**src/rtl/modrm_ea_pkg.sv**
```systemverilog
package modrm_ea_pkg;

    typedef enum logic [2:0] {
        AM_REG_IND,
        AM_ABS32,
        AM_BASE_D8,
        AM_BASE_D32,
        AM_REJECT
    } addr_mode_e;

    typedef enum logic {
        ST_IDLE,
        ST_FETCH
    } ea_state_e;

    localparam int unsigned FLD_W      = 3;
    localparam int unsigned BYTE_W     = 8;
    localparam logic [1:0]  MOD_IND    = 2'd0;
    localparam logic [1:0]  MOD_D8     = 2'd1;
    localparam logic [1:0]  MOD_D32    = 2'd2;
    localparam logic [2:0]  RM_INDEXED = 3'd4;
    localparam logic [2:0]  RM_ABS     = 3'd5;

endpackage

```
**src/rtl/modrm_field_decode.sv**
```systemverilog
module modrm_field_decode
    import modrm_ea_pkg::*;
#(
    parameter int unsigned DISP_BYTES = 4,
    localparam int unsigned CNT_W = $clog2(DISP_BYTES + 1)
) (
    input  logic [7:0]       modrm_i,
    output addr_mode_e       mode_o,
    output logic [FLD_W-1:0] reg_fld_o,
    output logic [FLD_W-1:0] rm_fld_o,
    output logic [CNT_W-1:0] need_o
);

    logic [1:0] mod_fld;

    assign mod_fld   = modrm_i[7:6];
    assign reg_fld_o = modrm_i[5:3];
    assign rm_fld_o  = modrm_i[2:0];

    always_comb begin
        mode_o = AM_REJECT;
        need_o = '0;
        if (rm_fld_o != RM_INDEXED) begin
            unique case (mod_fld)
                MOD_IND: begin
                    if (rm_fld_o == RM_ABS) begin
                        mode_o = AM_ABS32;
                        need_o = CNT_W'(DISP_BYTES);
                    end else begin
                        mode_o = AM_REG_IND;
                    end
                end
                MOD_D8: begin
                    mode_o = AM_BASE_D8;
                    need_o = CNT_W'(1);
                end
                MOD_D32: begin
                    mode_o = AM_BASE_D32;
                    need_o = CNT_W'(DISP_BYTES);
                end
                default: mode_o = AM_REJECT;
            endcase
        end
    end

    // register-direct operands never get a displacement count
    always_comb begin
        if (mod_fld == 2'd3) begin
            assert_direct_rejected_R8: assert (mode_o == AM_REJECT && need_o == '0);
        end
    end

endmodule

```
**src/rtl/ea_disp_shift.sv**
```systemverilog
module ea_disp_shift
    import modrm_ea_pkg::*;
#(
    parameter int unsigned ADDR_W = 32
) (
    input  logic              clk,
    input  logic              rst_n,
    input  logic              clear_i,
    input  logic              shift_i,
    input  logic [BYTE_W-1:0] byte_i,
    output logic [ADDR_W-1:0] shifted_o
);

    logic [ADDR_W-1:0] acc_d, acc_q;

    // Bytes enter at the top: after N shifts the first byte sits lowest.
    assign shifted_o = {byte_i, acc_q[ADDR_W-1:BYTE_W]};

    always_comb begin
        acc_d = acc_q;
        if (clear_i) begin
            acc_d = '0;
        end else if (shift_i) begin
            acc_d = shifted_o;
        end
    end

    always_ff @(posedge clk or negedge rst_n) begin
        if (!rst_n) begin
            acc_q <= '0;
        end else begin
            acc_q <= acc_d;
        end
    end

    assert_acc_hold_R6: assert property (@(posedge clk) disable iff (!rst_n)
        (!shift_i && !clear_i) |=> $stable(acc_q));

endmodule

```
**src/rtl/modrm_ea_gen.sv**
```systemverilog
module modrm_ea_gen
    import modrm_ea_pkg::*;
#(
    parameter int unsigned ADDR_W   = 32,
    parameter int unsigned NUM_REGS = 8,
    localparam int unsigned RIDX_W     = $clog2(NUM_REGS),
    localparam int unsigned DISP_BYTES = ADDR_W / BYTE_W,
    localparam int unsigned CNT_W      = $clog2(DISP_BYTES + 1)
) (
    input  logic              clk,
    input  logic              rst_n,
    input  logic              start_i,
    input  logic [7:0]        modrm_i,
    output logic [RIDX_W-1:0] rf_sel_o,
    input  logic [ADDR_W-1:0] rf_data_i,
    input  logic              byte_valid_i,
    input  logic [7:0]        byte_data_i,
    output logic              byte_ready_o,
    output logic              busy_o,
    output logic              done_o,
    output logic              unsupported_o,
    output logic [ADDR_W-1:0] ea_o,
    output logic [FLD_W-1:0]  reg_field_o
);

    typedef struct packed {
        ea_state_e         st;
        logic [CNT_W-1:0]  cnt;
        logic [CNT_W-1:0]  need;
        logic              sx;
        logic [ADDR_W-1:0] base;
        logic [ADDR_W-1:0] ea;
        logic [FLD_W-1:0]  reg_fld;
        logic              done;
        logic              unsup;
    } ctl_t;

    ctl_t ctl_d, ctl_q;

    addr_mode_e        dec_mode;
    logic [FLD_W-1:0]  dec_reg;
    logic [FLD_W-1:0]  dec_rm;
    logic [CNT_W-1:0]  dec_need;
    logic              acc_clear;
    logic              acc_shift;
    logic [ADDR_W-1:0] acc_shifted;
    logic [ADDR_W-1:0] disp_ext;
    logic [CNT_W-1:0]  cnt_inc;
    logic              take_start;
    logic              take_byte;

    modrm_field_decode #(
        .DISP_BYTES (DISP_BYTES)
    ) u_decode (
        .modrm_i   (modrm_i),
        .mode_o    (dec_mode),
        .reg_fld_o (dec_reg),
        .rm_fld_o  (dec_rm),
        .need_o    (dec_need)
    );

    ea_disp_shift #(
        .ADDR_W (ADDR_W)
    ) u_disp (
        .clk       (clk),
        .rst_n     (rst_n),
        .clear_i   (acc_clear),
        .shift_i   (acc_shift),
        .byte_i    (byte_data_i),
        .shifted_o (acc_shifted)
    );

    assign rf_sel_o   = RIDX_W'(dec_rm);
    assign take_start = (ctl_q.st == ST_IDLE) && start_i;
    assign take_byte  = (ctl_q.st == ST_FETCH) && byte_valid_i;
    assign cnt_inc    = ctl_q.cnt + CNT_W'(1);

    // A single byte lands in the top lane; pull it down with sign fill.
    assign disp_ext = ctl_q.sx
        ? {{(ADDR_W-BYTE_W){acc_shifted[ADDR_W-1]}}, acc_shifted[ADDR_W-1 -: BYTE_W]}
        : acc_shifted;

    always_comb begin
        ctl_d       = ctl_q;
        ctl_d.done  = 1'b0;
        ctl_d.unsup = 1'b0;
        acc_clear   = 1'b0;
        acc_shift   = 1'b0;
        if (take_start) begin
            ctl_d.reg_fld = dec_reg;
            ctl_d.cnt     = '0;
            ctl_d.need    = dec_need;
            ctl_d.sx      = (dec_mode == AM_BASE_D8);
            ctl_d.base    = rf_data_i;
            unique case (dec_mode)
                AM_REG_IND: begin
                    ctl_d.ea   = rf_data_i;
                    ctl_d.done = 1'b1;
                end
                AM_ABS32: begin
                    ctl_d.base = '0;
                    ctl_d.st   = ST_FETCH;
                    acc_clear  = 1'b1;
                end
                AM_BASE_D8, AM_BASE_D32: begin
                    ctl_d.st  = ST_FETCH;
                    acc_clear = 1'b1;
                end
                default: ctl_d.unsup = 1'b1;
            endcase
        end else if (take_byte) begin
            acc_shift = 1'b1;
            ctl_d.cnt = cnt_inc;
            if (cnt_inc == ctl_q.need) begin
                ctl_d.ea   = ctl_q.base + disp_ext;
                ctl_d.done = 1'b1;
                ctl_d.st   = ST_IDLE;
            end
        end
    end

    always_ff @(posedge clk or negedge rst_n) begin
        if (!rst_n) begin
            ctl_q <= '{st: ST_IDLE, cnt: '0, need: '0, sx: 1'b0, base: '0,
                       ea: '0, reg_fld: '0, done: 1'b0, unsup: 1'b0};
        end else begin
            ctl_q <= ctl_d;
        end
    end

    assign busy_o        = (ctl_q.st == ST_FETCH);
    assign byte_ready_o  = (ctl_q.st == ST_FETCH);
    assign done_o        = ctl_q.done;
    assign unsupported_o = ctl_q.unsup;
    assign ea_o          = ctl_q.ea;
    assign reg_field_o   = ctl_q.reg_fld;

    assert_pulse_excl_R8: assert property (@(posedge clk) disable iff (!rst_n)
        !(done_o && unsupported_o));

    assert_unsup_cause_R8: assert property (@(posedge clk) disable iff (!rst_n)
        unsupported_o |-> $past(start_i && !busy_o));

    assert_done_cause_R7: assert property (@(posedge clk) disable iff (!rst_n)
        done_o |-> ($past(start_i && !busy_o) || $past(byte_valid_i && byte_ready_o)));

    assert_ea_hold_R12: assert property (@(posedge clk) disable iff (!rst_n)
        (!busy_o && !start_i) |=> $stable(ea_o));

    assert_busy_ignores_start_R10: assert property (@(posedge clk) disable iff (!rst_n)
        (busy_o && !byte_valid_i) |=> (busy_o && $stable(reg_field_o)));

    assert_count_bound_R6: assert property (@(posedge clk) disable iff (!rst_n)
        busy_o |-> (ctl_q.cnt < ctl_q.need));

endmodule

```
**config.mk**
```make
export PLATFORM = sky130hd
export DESIGN_NAME = modrm_ea_gen
export DESIGN_NICKNAME = d
export VERILOG_FILES = /design/src/rtl/modrm_ea_pkg.sv /design/src/rtl/modrm_field_decode.sv /design/src/rtl/ea_disp_shift.sv /design/src/rtl/modrm_ea_gen.sv
export SDC_FILE = /design/constraint.sdc
export NUM_CORES = 1
export LEC_CHECK = 0
export BUFFER_PORTS_ARGS = -buffer_cell sky130_fd_sc_hd__buf_2
export CORE_MARGIN = 4
export CORE_UTILIZATION = 40
export CTS_CLUSTER_SIZE = 10
export DETAILED_ROUTE_END_ITERATION = 16
export PLACE_DENSITY = 0.6
export SETUP_SLACK_MARGIN = 0.2
export SLEW_MARGIN = 20
export SYNTH_ARGS = -nofsm -noshare
export SYNTH_HDL_FRONTEND = slang
export SYNTH_HIERARCHICAL = 1
export SYNTH_SLANG_ARGS = --single-unit
```
**constraint.sdc**
```tcl
create_clock -name clk -period 3.9 [get_ports clk]
set_input_delay 0.39 -clock clk [delete_from_list [all_inputs] [get_ports clk]]
set_output_delay 0.39 -clock clk [all_outputs]
set_load 0.01 [all_outputs]
```
==> results.txt <==
status - finished, final reports clean
CTS tree - yes
Max rail drop VDD - 355 µV
crit path max-delay cell type - fa_1
Setup Buffers After CTS - 0
Crit path buffers/inverters - 1
wire per inst - 17.2 µm
clock root cell - clkbuf_16
fin nets - 903
final hold violations - 0
Fill cells - 1746
TritonRoute pass-1 iters - 5
Hold Crit Class - primary input to register
Final Max Tran Viols - 0
Tot GR Track Use - 19.4%
Detailed Route WL - 17.9 mm
hold_buf cts - 1
row count - 47
Worst Slack Setup Final - 0.523 ns
arrival time worst endpoint - 3.60 ns
CTS sink count - 101
die area - 19000 µm²
DRC violations left - 0
post-layout utilization of the core - 44.3%
Seq/Total Area, Yosys - 37.5%
I/O Pins - 94
Resized cells post-CTS - 0
Yosys warning total - 6
Flop pwr share - 26.4%
Mapped Nets - 878
Post-synth EDFFs - 0
DP Area - 7010 µm²
worst clock skew - 0.00756 ns
max_cap viols - 0
Setup TNS - 0 ns
initial core utilization - 40.7%
Post-Syn Area - 6750 µm²
fin area - 7350 µm²
post-synthesis register bit count - 101
crit-path cells - buf_4 > mux2_2 > ha_1 > fa_1 > a21oi_1 > o211ai_1 > a21oi_1 > o21ai_1 > a41oi_1 > xor2_1 > a21oi_1
Via density - 5.35
routability cong. - 0.902
commonest non-fill, non-tap cell in the layout - nand2_1
Post-Place Worst Slack - 0.523 ns
global-route wire length before repair - 28.9 mm
setup violators final - 0
static leakage - 0.00354 µW
Switch Pwr - 3300 µW
max incr delay on CP - 0.42 ns
Required @ worst endpoint - 4.12 ns
core area - 16600 µm²
crit-path max FO - 31
share of cells above drive strength 1 - 18.2%
area of the multi-input gates - 3500 µm²
Tmin final - 3.38 ns
switching power share of the total - 47.0%
ys async rst share - 100%
ys flop type - dfrtp_1
P_int - 3720 µW
FMAX - 296 MHz
max_slew headroom - 43.6%
die height - 138 µm
initial DRC count - 426
Comb power frac - 59.3%
Worst-Skew Late Latency - 0.35 ns
largest net degree at the start of global routing - 64
Port Buffers - 93
crit-path most repeated cell - a21oi_1
power share of the clock group - 14.2%
via count - 5562
H-tree depth - 3
CP top delay family - compound AO/OA/AOI/OAI gates
Final period util - 86.6%
Avg Cell Area, Syn - 8.54 µm²
Crit Path Class - register to register
# diodes - 0
initial antenna violation count - 0
die width - 138 µm
Pwr Density - 956 nW/µm²
most frequent cells in the layout - nand2_1, dfrtp_1, buf_2
Post-Synthesis Cells - 790
Worst-path clk slew - 0.07 ns
Max Buffers Root-to-Sink - 2
vias in the first global route - 5425
Area Growth Syn to Fin - 8.92%
Antenna Violating Nets Remaining - 0
critical path launch point type - register
total CTS buffers - 9
unique cell type count in the Yosys netlist - 66
slew of the pin with the lowest slew margin - 0.845 ns
DP HPWL - 13.1 mm
RSZ-0062 raised after global routing - no
Reg area - 2530 µm²
Congestion Overflow GR - 0
CP endpoint kind - register
-- power by group through the flow --
stage          registers, µW  logic, µW  clock network, µW
2_1_floorplan           1760       3370                  0
3_3_place_gp            1880       4110                  0
3_5_place_dp            1870       4140                  0
4_1_cts                 1860       4170               1020
5_1_grt                 1910       4700               1060
6_report                1860       4170               1000
-- worst paths after layout --
kind	from	to	slack, ns	depth (start not counted)
worst max register to register	ctl_q[69]$_DFFE_PN0P_	ea_o[20]$_DFFE_PN0P_	0.52	11
min in group asynchronous	rst_n	ea_o[0]$_DFFE_PN0P_	0.51	2
worst max-delay path	ctl_q[69]$_DFFE_PN0P_	ea_o[20]$_DFFE_PN0P_	0.52	11
worst min register to register	reg_field_o[1]$_DFFE_PN0P_	reg_field_o[1]$_DFFE_PN0P_	0.48	2
max in group asynchronous	rst_n	ea_o[21]$_DFFE_PN0P_	2.54	3
worst min-delay path	modrm_i[4]	reg_field_o[1]$_DFFE_PN0P_	0.23	3
-- flip-flops by register name (all words and copies together) (netlist names) --
| name | flops |
|---|---|
| busy_o | 1 |
| ctl_q | 39 |
| u_disp/acc_q | 24 |
| done_o | 1 |
| ea_o | 32 |
| reg_field_o | 3 |
| unsupported_o | 1 |
-- cell families after synthesis --
kind of cell / synth area share [%]
DFF: 37.5
AOI/OAI and AO/OA: 19.1
and+or+nand+nor: 16.2
adders and majority gates: 6.79
xor gates and xnor gates: 3.76
other: 0.0556
muxes: 5.71
buffers and inverters: 11.0
-- cell type report --
class / instances / share of cell area, %
Multi-Input combinational cell: 558 / 47.7
Inverter: 38 / 1.94
Timing Repair Buffer: 107 / 7.83
Tap cell: 220 / 3.75
Clock buffer: 11 / 3.30
Clock inverter: 5 / 1.12
Sequential cell: 101 / 34.4
-- cells in the mapped netlist (9+ instances only) --
cell type	number	area share [%]
nand2_1	132	7.3
dfrtp_1	101	37
o21ai_0	83	6.2
nor2_1	62	3.4
buf_4	52	5.8
a21oi_1	41	3.0
inv_1	37	2.1
ha_1	35	6.5
clkbuf_1	29	1.6
mux2i_1	28	4.2
a31oi_1	16	1.5
xor2_1	16	2.1
xnor2_1	13	1.7
a21o_1	11	1.2
nand3_1	9	0.67
-- metal layers --
| layer | vias up | track usage (%) | wire length [µm] |
|---|---|---|---|
| li1 | 2728 | - | - |
| met1 | 2662 | 28.6 | 8660 |
| met2 | 145 | 29.0 | 7930 |
| met3 | 27 | 3.45 | 899 |
| met4 | 0 | 5.98 | 371 |
| met5 | - | 0 | 0 |
-- metrics by stage --
| step | cells | power [µW] | hold slack (ns) |
|---|---|---|---|
| 3_5_place_dp | 1023 | 6010 | 0.353 |
| 5_1_grt | 1040 | 7670 | 0.228 |
| 2_1_floorplan | 790 | 5130 | 0.0944 |
| 6_report | 1040 | 7030 | 0.228 |
| 4_1_cts | 1040 | 7050 | 0.219 |
| 3_3_place_gp | 1023 | 5990 | 0.357 |
-- worst register-to-register path: cells and delay by family, from the launching register on --
kind	cells	cell delay (ns)
buf+inv	1	0.31
mux	1	0.39
flops	1	0.36
fa+ha+maj	2	0.64
xor+xnor	1	0.17
compound gates	6	1.37
(Power assumes the default switching activity.)
